[config.mk]
export PLATFORM = sky130hd
export DESIGN_NAME = useq_ctrl
export DESIGN_NICKNAME = d
export VERILOG_FILES = /design/src/rtl/useq_pkg.sv /design/src/rtl/useq_rom.sv /design/src/rtl/useq_dispatch.sv /design/src/rtl/useq_next.sv /design/src/rtl/useq_decode.sv /design/src/rtl/useq_ctrl.sv
export SDC_FILE = /design/constraint.sdc
export NUM_CORES = 1
export LEC_CHECK = 0
export ABC_CLOCK_PERIOD_IN_PS = 2200
export BUFFER_PORTS_ARGS = -buffer_cell sky130_fd_sc_hd__buf_2
export CORE_MARGIN = 3
export CORE_UTILIZATION = 40
export DETAILED_ROUTE_END_ITERATION = 8
export GPL_TIMING_DRIVEN = 0
export HOLD_SLACK_MARGIN = 0.08
export PLACE_DENSITY = 0.78
export SKIP_LAST_GASP = 1
export SLEW_MARGIN = 20
export SYNTH_ARGS = -nofsm -noshare
export SYNTH_HDL_FRONTEND = slang
export SYNTH_SLANG_ARGS = --single-unit
[constraint.sdc]
create_clock -name clk -period 2.2 [get_ports clk]
set_clock_uncertainty 0.2 [all_clocks]
set_input_delay 0.44 -clock clk [delete_from_list [all_inputs] [get_ports clk]]
set_output_delay 0.44 -clock clk [all_outputs]
set_load 0.03 [all_outputs]
[src/rtl/useq_pkg.sv]
package useq_pkg;

   typedef enum logic [1:0] {
      SQ_FETCH = 2'b00,
      SQ_DISP1 = 2'b01,
      SQ_DISP2 = 2'b10,
      SQ_NEXT  = 2'b11
   } seq_e;

   typedef enum logic [1:0] {
      MEM_IDLE   = 2'd0,
      MEM_RD_PC  = 2'd1,
      MEM_RD_ALU = 2'd2,
      MEM_WR_ALU = 2'd3
   } mem_e;

   typedef enum logic [1:0] {
      RF_IDLE   = 2'd0,
      RF_WR_ALU = 2'd1,
      RF_WR_MDR = 2'd2
   } rf_e;

   typedef enum logic [1:0] {
      PCW_NONE = 2'd0,
      PCW_ALU  = 2'd1,
      PCW_COND = 2'd2,
      PCW_JUMP = 2'd3
   } pcw_e;

   typedef struct packed {
      logic [1:0] alu_fn;
      logic       a_sel;
      logic [1:0] b_sel;
      mem_e       mem;
      rf_e        rf;
      pcw_e       pcw;
      seq_e       seq;
   } uword_t;

   localparam int UA_FETCH  = 0;
   localparam int UA_DECODE = 1;
   localparam int UA_MEM1   = 2;
   localparam int UA_LDRD   = 3;
   localparam int UA_LDWB   = 4;
   localparam int UA_ST     = 5;
   localparam int UA_ROP    = 6;
   localparam int UA_RWB    = 7;
   localparam int UA_BR     = 8;
   localparam int UA_JMP    = 9;
   localparam int UA_WORDS  = 10;

endpackage

[src/rtl/useq_rom.sv]
module useq_rom
   import useq_pkg::*;
#(
   parameter int UPC_W = 4
) (
   input  logic [UPC_W-1:0] addr,
   output uword_t           word
);

   always_comb begin
      word = '0;
      case (int'(addr))
         UA_FETCH: begin
            word.b_sel = 2'b01;
            word.mem   = MEM_RD_PC;
            word.pcw   = PCW_ALU;
            word.seq   = SQ_NEXT;
         end
         UA_DECODE: begin
            word.b_sel = 2'b11;
            word.seq   = SQ_DISP1;
         end
         UA_MEM1: begin
            word.a_sel = 1'b1;
            word.b_sel = 2'b10;
            word.seq   = SQ_DISP2;
         end
         UA_LDRD: begin
            word.mem = MEM_RD_ALU;
            word.seq = SQ_NEXT;
         end
         UA_LDWB: word.rf  = RF_WR_MDR;
         UA_ST:   word.mem = MEM_WR_ALU;
         UA_ROP: begin
            word.alu_fn = 2'b10;
            word.a_sel  = 1'b1;
            word.seq    = SQ_NEXT;
         end
         UA_RWB: word.rf = RF_WR_ALU;
         UA_BR: begin
            word.alu_fn = 2'b01;
            word.a_sel  = 1'b1;
            word.pcw    = PCW_COND;
         end
         UA_JMP: word.pcw = PCW_JUMP;
         default: word = '0;
      endcase
   end

endmodule

[src/rtl/useq_dispatch.sv]
module useq_dispatch #(
   parameter int          UPC_W    = 4,
   parameter int          OP_W     = 6,
   parameter int          TABLE_ID = 1,
   parameter logic [5:0]  OP_RTYPE = 6'h00,
   parameter logic [5:0]  OP_LOAD  = 6'h23,
   parameter logic [5:0]  OP_STORE = 6'h2B,
   parameter logic [5:0]  OP_BEQ   = 6'h04,
   parameter logic [5:0]  OP_JUMP  = 6'h02
) (
   input  logic [OP_W-1:0]  opcode,
   output logic [UPC_W-1:0] target
);
   import useq_pkg::*;

   localparam logic [OP_W-1:0] K_R  = OP_W'(OP_RTYPE);
   localparam logic [OP_W-1:0] K_LD = OP_W'(OP_LOAD);
   localparam logic [OP_W-1:0] K_ST = OP_W'(OP_STORE);
   localparam logic [OP_W-1:0] K_BR = OP_W'(OP_BEQ);
   localparam logic [OP_W-1:0] K_J  = OP_W'(OP_JUMP);

   generate
      if (TABLE_ID == 1) begin : g_tbl1
         always_comb begin
            if (opcode == K_R)                         target = UPC_W'(UA_ROP);
            else if (opcode == K_J)                    target = UPC_W'(UA_JMP);
            else if (opcode == K_BR)                   target = UPC_W'(UA_BR);
            else if (opcode == K_LD || opcode == K_ST) target = UPC_W'(UA_MEM1);
            else                                       target = UPC_W'(UA_FETCH);
         end
      end else if (TABLE_ID == 2) begin : g_tbl2
         always_comb begin
            if (opcode == K_LD)      target = UPC_W'(UA_LDRD);
            else if (opcode == K_ST) target = UPC_W'(UA_ST);
            else                     target = UPC_W'(UA_FETCH);
         end
      end else begin : g_bad_tbl
         $error("useq_dispatch: TABLE_ID must be 1 or 2");
         assign target = '0;
      end
   endgenerate

endmodule

[src/rtl/useq_next.sv]
module useq_next
   import useq_pkg::*;
#(
   parameter int UPC_W = 4
) (
   input  seq_e             seq,
   input  logic [UPC_W-1:0] upc,
   input  logic [UPC_W-1:0] disp1,
   input  logic [UPC_W-1:0] disp2,
   output logic [UPC_W-1:0] upc_nxt
);

   always_comb begin
      case (seq)
         SQ_NEXT:  upc_nxt = upc + UPC_W'(1);
         SQ_DISP1: upc_nxt = disp1;
         SQ_DISP2: upc_nxt = disp2;
         default:  upc_nxt = UPC_W'(UA_FETCH);
      endcase
   end

endmodule

[src/rtl/useq_decode.sv]
module useq_decode
   import useq_pkg::*;
(
   input  uword_t     word,
   output logic       pc_wr,
   output logic       pc_wr_cond,
   output logic [1:0] pc_src,
   output logic       addr_sel,
   output logic       mem_rd,
   output logic       mem_wr,
   output logic       ir_ld,
   output logic       rf_wr,
   output logic       rf_dst_rd,
   output logic       wb_from_mem,
   output logic [1:0] alu_fn,
   output logic       alu_a_sel,
   output logic [1:0] alu_b_sel
);

   assign alu_fn    = word.alu_fn;
   assign alu_a_sel = word.a_sel;
   assign alu_b_sel = word.b_sel;

   always_comb begin
      mem_rd   = 1'b0;
      mem_wr   = 1'b0;
      ir_ld    = 1'b0;
      addr_sel = 1'b0;
      case (word.mem)
         MEM_RD_PC: begin
            mem_rd = 1'b1;
            ir_ld  = 1'b1;
         end
         MEM_RD_ALU: begin
            mem_rd   = 1'b1;
            addr_sel = 1'b1;
         end
         MEM_WR_ALU: begin
            mem_wr   = 1'b1;
            addr_sel = 1'b1;
         end
         default: ;
      endcase
   end

   always_comb begin
      rf_wr       = 1'b0;
      rf_dst_rd   = 1'b0;
      wb_from_mem = 1'b0;
      case (word.rf)
         RF_WR_ALU: begin
            rf_wr     = 1'b1;
            rf_dst_rd = 1'b1;
         end
         RF_WR_MDR: begin
            rf_wr       = 1'b1;
            wb_from_mem = 1'b1;
         end
         default: ;
      endcase
   end

   always_comb begin
      pc_wr      = 1'b0;
      pc_wr_cond = 1'b0;
      pc_src     = 2'b00;
      case (word.pcw)
         PCW_ALU:  pc_wr = 1'b1;
         PCW_COND: begin
            pc_wr_cond = 1'b1;
            pc_src     = 2'b01;
         end
         PCW_JUMP: begin
            pc_wr  = 1'b1;
            pc_src = 2'b10;
         end
         default: ;
      endcase
   end

endmodule

[src/rtl/useq_ctrl.sv]
module useq_ctrl #(
   parameter int         UPC_W    = 4,
   parameter int         OP_W     = 6,
   parameter logic [5:0] OP_RTYPE = 6'h00,
   parameter logic [5:0] OP_LOAD  = 6'h23,
   parameter logic [5:0] OP_STORE = 6'h2B,
   parameter logic [5:0] OP_BEQ   = 6'h04,
   parameter logic [5:0] OP_JUMP  = 6'h02
) (
   input  logic             clk,
   input  logic             rst_n,
   input  logic [OP_W-1:0]  opcode,
   output logic [UPC_W-1:0] upc,
   output logic             pc_wr,
   output logic             pc_wr_cond,
   output logic [1:0]       pc_src,
   output logic             addr_sel,
   output logic             mem_rd,
   output logic             mem_wr,
   output logic             ir_ld,
   output logic             rf_wr,
   output logic             rf_dst_rd,
   output logic             wb_from_mem,
   output logic [1:0]       alu_fn,
   output logic             alu_a_sel,
   output logic [1:0]       alu_b_sel
);
   import useq_pkg::*;

   localparam int UPC_MIN = $clog2(UA_WORDS);

   generate
      if (UPC_W < UPC_MIN) begin : g_bad_upc
         $error("useq_ctrl: UPC_W too narrow for the microprogram");
      end
      if (OP_W != 6) begin : g_bad_op
         $error("useq_ctrl: OP_W must be 6");
      end
   endgenerate

   uword_t           cur_word;
   seq_e             seq_sel;
   logic [UPC_W-1:0] disp1_tgt;
   logic [UPC_W-1:0] disp2_tgt;
   logic [UPC_W-1:0] upc_nxt;

   always_ff @(posedge clk or negedge rst_n) begin
      if (!rst_n) upc <= UPC_W'(UA_FETCH);
      else        upc <= upc_nxt;
   end

   useq_rom #(.UPC_W(UPC_W)) u_rom (.addr(upc), .word(cur_word));

   assign seq_sel = cur_word.seq;

   useq_dispatch #(
      .UPC_W(UPC_W), .OP_W(OP_W), .TABLE_ID(1),
      .OP_RTYPE(OP_RTYPE), .OP_LOAD(OP_LOAD), .OP_STORE(OP_STORE),
      .OP_BEQ(OP_BEQ), .OP_JUMP(OP_JUMP)
   ) u_disp1 (.opcode(opcode), .target(disp1_tgt));

   useq_dispatch #(
      .UPC_W(UPC_W), .OP_W(OP_W), .TABLE_ID(2),
      .OP_RTYPE(OP_RTYPE), .OP_LOAD(OP_LOAD), .OP_STORE(OP_STORE),
      .OP_BEQ(OP_BEQ), .OP_JUMP(OP_JUMP)
   ) u_disp2 (.opcode(opcode), .target(disp2_tgt));

   useq_next #(.UPC_W(UPC_W)) u_next (
      .seq(seq_sel), .upc(upc), .disp1(disp1_tgt), .disp2(disp2_tgt),
      .upc_nxt(upc_nxt)
   );

   useq_decode u_dec (
      .word(cur_word), .pc_wr(pc_wr), .pc_wr_cond(pc_wr_cond),
      .pc_src(pc_src), .addr_sel(addr_sel), .mem_rd(mem_rd),
      .mem_wr(mem_wr), .ir_ld(ir_ld), .rf_wr(rf_wr),
      .rf_dst_rd(rf_dst_rd), .wb_from_mem(wb_from_mem),
      .alu_fn(alu_fn), .alu_a_sel(alu_a_sel), .alu_b_sel(alu_b_sel)
   );

endmodule

* Word-level counts from Yosys, hierarchy flattened
Index checks and enable logic that the tools add are counted.
** Storage, ports and cells
- Register bits :: 4
- Input port bits :: 8
- Output and inout port bits :: 20
- Logic and storage cells :: 59
** Cells by class
- Add/sub/neg operators :: 1
- Equal/unequal tests :: 24
- Mux-type cells :: 24
- Reduce and logical (&&, ||, !) cells :: 9
** Operators by type and width (number)
- one-hot mux 2 bit (3 select lines) :: 4
- equality test 4 x 3 -> 1 bit (second input constant) :: 4
- 2-to-1 mux 4 bit :: 4
- equality test 2 bit (second input constant) :: 7
- equality test 6 bit (second input constant) :: 2
- one-hot mux 2 bit (2 select lines) :: 3
- one-hot mux 4 bit (3 select lines) :: 1
- 2-to-1 mux 1 bit :: 10
- equality test 2 x 1 -> 1 bit (second input constant) :: 4
- equality test 4 x 2 -> 1 bit (second input constant) :: 2
- equality test 4 bit (second input constant) :: 2
- OR reduction 2 bit :: 4
- equality test 6 x 2 -> 1 bit (second input constant) :: 1
- equality test 6 x 3 -> 1 bit (second input constant) :: 1
- logical NOT 6 bit :: 1
- OR reduction 3 bit :: 2
- adder 4 x 1 -> 4 bit (second input constant) :: 1
- equality test 4 x 1 -> 1 bit (second input constant) :: 1
- logical NOT 4 bit :: 1
- 2-to-1 mux 3 bit :: 1
- 2-to-1 mux 2 bit :: 1
- logical OR 1 bit :: 1

* Depth between registers and ports, before layout
- Depth in word-level cells :: 7
- Depth in mapped cells :: 7
- Gate-level depth less buffers :: 6

* By module
From an unflattened synthesis, not the netlist that was laid out.
** Unflattened totals
- Cell total of the unflattened synthesis :: 84
- Area, all modules :: 690.7 µm²
** Modules (own cells, without submodules)
- useq_rom :: instances 1, cells an instance 27, area an instance 181.4 µm², seq. area each 0.0 µm²
- useq_decode :: instances 1, cells an instance 21, area an instance 152.6 µm², seq. area each 0.0 µm²
- useq_next :: instances 1, cells an instance 17, area an instance 130.1 µm², seq. area each 0.0 µm²
- useq_ctrl :: instances 1, cells an instance 4, area an instance 100.1 µm², seq. area each 100.1 µm²
- useq_dispatch (u_disp1) :: instances 1, cells an instance 9, area an instance 70.1 µm², seq. area each 0.0 µm²
- useq_dispatch (u_disp2) :: instances 1, cells an instance 6, area an instance 56.3 µm², seq. area each 0.0 µm²

* Least setup slack after synthesis
OpenSTA, ideal clock, no wires.
- Path type :: register to output
- Start point :: register upc[0]
- End point :: output port mem_rd
- Arrival :: 1791 ps
- Data required time :: 1560 ps
- Setup slack :: -231 ps
- Cell stages (with the launch flop) :: 7
- Buffers on the path :: 0
- Cell sequence :: dfrtp_1 > inv_1 > ha_1 > or2b_1 > a21oi_1 > ha_1 > inv_1
** Between the ends
- Word-level cells in the longest chain between the ends :: 5
** RTL lines
- from (decl) :: RTL line useq_ctrl.sv:13 : output logic [UPC_W-1:0] upc,
- from (signal assigned) :: RTL line useq_ctrl.sv:48 : if (!rst_n) upc <= UPC_W'(UA_FETCH);
- from (signal assigned) :: RTL line useq_ctrl.sv:49 : else upc <= upc_nxt;
- equality test 4 x 3 -> 1 bit, or another cell as far along :: RTL line useq_rom.sv:12 : case (int'(addr))
- one-hot mux 2 bit (3 select lines) * :: RTL line useq_rom.sv:12
- equality test 2 bit / equality test 2 x 1 -> 1 bit (equally long branches) :: RTL line useq_decode.sv:29 : case (word.mem)
- OR reduction 2 bit (no source line) *
- 2-to-1 mux 1 bit * :: RTL line useq_decode.sv:29
- to (decl) :: RTL line useq_ctrl.sv:18 : output logic mem_rd,
Mark *: on every way between the ends. The rest lies on a longest branch, timed or not.

* Worst setup path in the final report
- Start point :: register upc[1]
- End point :: output port mem_rd
Same word-level chain as after synthesis.

==> results by group <==
Status
  • Status: finished with violations
  • Violated checks: setup timing

Setup path
  • CP arrival: 1.72 ns
  • FF-to-FF path depth: 7
  • Worst path depth: 7
  • Worst path top cell family by delay: flip-flops
  • Buf+Inv Stages, Crit Path: 3
  • Slowest cell on the critical path: dfrtp_2
  • CP peak stage delay: 0.43 ns
  • Cell-by-cell trace of the critical path: inv_4 -> ha_4 -> or2b_1 -> a21oi_2 -> ha_1 -> inv_2 -> buf_6
  • Crit-path max FO: 4
  • CP Class: flip-flop to output port
  • Worst setup SP type: flip-flop
  • Worst Setup End Kind: output port
  • Worst Path Required: 1.56 ns

Global route
  • Initial antenna violation count: 0
  • First-pass GRT wire length: 2.64 mm
  • Vias in the first global route: 619
  • GRT Total Usage: 0.187
  • Grt ovf: 0
  • Largest net degree at the start of global routing: 11

Yosys
  • YS warnings: 0
  • Cell count after synthesis: 70
  • Synth Cell Area: 562 um^2
  • Number of synthesized register bits: 4
  • Yosys top cell area share: 0.178
  • Count leader, synth: inv_1
  • Syn avg cell area: 8.03 um^2
  • Post-synth cell types: 32
  • Synth area leaders: dfrtp_1 18%, ha_1 18%, inv_1 6.7%, nor2b_1 4.5%, nor4_4 3.8%
  • Post-synth EDFFs: 0
  • Async SR Flop Fraction: 1.00
  • Most common library cells after synthesis: 10 x inv_1, 8 x ha_1
  • Syn nets: 86
  • Sequential area share after synthesis: 0.178
  • Ys flop type: dfrtp_1
  • Biggest area consumer among synthesized cells: dfrtp_1

Clocking
  • CTS Buffer Depth: 2
  • Num CTS Buffers: 3
  • CTS root buf: clkbuf_4
  • Num Clock Sinks: 4
  • Clk_lat worst skew: 0.25 ns
  • CTS tree: built
  • Clk pin slew, worst setup/hold paths: 0.05 ns
  • CTS H-Tree Depth: 1

Timing
  • Fin crit share: 1.07
  • Post-route setup slack: -0.157 ns
  • Worst slew pin tran: 0.416 ns
  • Max frequency: 424 MHz
  • Fin. Hold Viols: 0
  • # setup viols final: 5
  • RSZ-0062 raised after global routing: yes
  • Pins Over Slew Limit: 0
  • Max transition margin: 0.721
  • Fin crit period: 2.36 ns

Die
  • Core footprint: 0.00120 mm^2
  • I/O Pins: 28
  • Initial core utilization: 0.468
  • Die area: 0.00189 mm^2
  • Die height: 43.5 um
  • Num rows: 12
  • Die X: 43.5 um

Detailed routing
  • Total iterations of the first detailed-routing run: 4
  • DRC: 0
  • DR vias/cell: 5.33
  • Drt wl/cell: 14.6 um
  • Final WL: 1.84 mm
  • Drt initial violations: 11
  • Via count: 671
  • Post-route ant nets: 0

Final layout
  • Fin util: 0.790
  • Final std cells w/o fill: 126
  • Largest register FFs: 4
  • N_diodes: 0
  • Net count of the finished layout: 129
  • Area growth syn-to-layout: 68.8%
  • Largest Register: upc
  • Regs by FF count: upc: 4 flops
  • Share of cells above drive strength 1: 0.563

Placement
  • GP Congestion: 0.811
  • Dpl hpwl: 1.03 mm
  • Placed Cells: 111
  • Port bufs: 27
  • DP Worst Slack: -0.134 ns

Worst hold path
  • Min-delay worst type: input pin to flip-flop
  • Hold path cells: 2

Power and ir drop
  • PwrDens: 1670 mW/mm^2
  • Peak VDD IR: 1250 uV
  • Power Total: 1.58 mW
  • Lkg Pwr: 0.492 nW

Job
  • Max-Cap Viols: 0
==> kinds of logic after synthesis <==
logic type      count (synthesis)  synth area share
flops                           4             0.178
fa+ha+maj                       8             0.178
simple gates                   29             0.325
buf+inv                        14             0.105
compound gates                 12             0.165
mux                             1            0.0178
xor+xnor                        2            0.0312
==> final timing paths <==
kind | slack (ns) | start | to
worst max-delay path | -0.16 | upc[1] | mem_rd
worst min-delay path | 0.22 | opcode[4] | upc[3]
worst max register to register | 0.30 | upc[0] | upc[2]
worst min register to register | 0.51 | upc[3] | upc[3]
max in group asynchronous | 1.31 | rst_n | upc[2]
min in group asynchronous | 0.36 | rst_n | upc[1]
==> where the power goes <==
part / switching [mW] / internal, mW
clock: 0.0387 / 0.0686
combinational: 0.765 / 0.578
sequential: 0.0279 / 0.104
==> metrics by stage <==
step	cell area [um^2]	TNS (ns)	hold WS [ns]
after detailed placement	748	-0.139	0.0459
final	948	-0.405	0.222
after global placement	748	-0.122	0.0438
after CTS	907	-0.339	0.221
after global routing	948	-1.08	0.220
after floorplan	596	-0.321	-0.0556
==> area by class of cell <==
cell class                 instances  area [um^2]
timing repair buffer              39          275
clock buffer                       4         26.3
multi-input combinational         52          467
inverter                          10         40.0
tap                               14         17.5
fill                              92          253
buffer                             3         20.0
sequential                         4          103
==> layer usage <==
layer | wire length, um | vias up | global-route usage
met1 | 742 | 310 | 0.204
li1 | - | 329 | -
met5 | 0 | - | 0
met2 | 980 | 28 | 0.336
met3 | 66 | 4 | 0.0498
met4 | 49 | 0 | 0.0783
==> cells in the final DEF, fill, tap and decap left out, drive strengths merged, types with 2 or more instances in the layout <==
cell	instances
buf	39
inv	10
ha	8
clkbuf	6
nor3	4
nor2	4
nand2	4
nor2b	4
nand4	4
dfrtp	4
and2	2
o21ai	2
o221ai	2
xnor2	2
==> repair_timing <==
action,CTS,global route
setup buffers,8,3
hold buffers,1,0
setup endpoints to repair,10,13
endpoints found under the hold margin,4,0
pin swaps,4,2
resized for setup,22,10
Power figures use the tool's default switching activity.
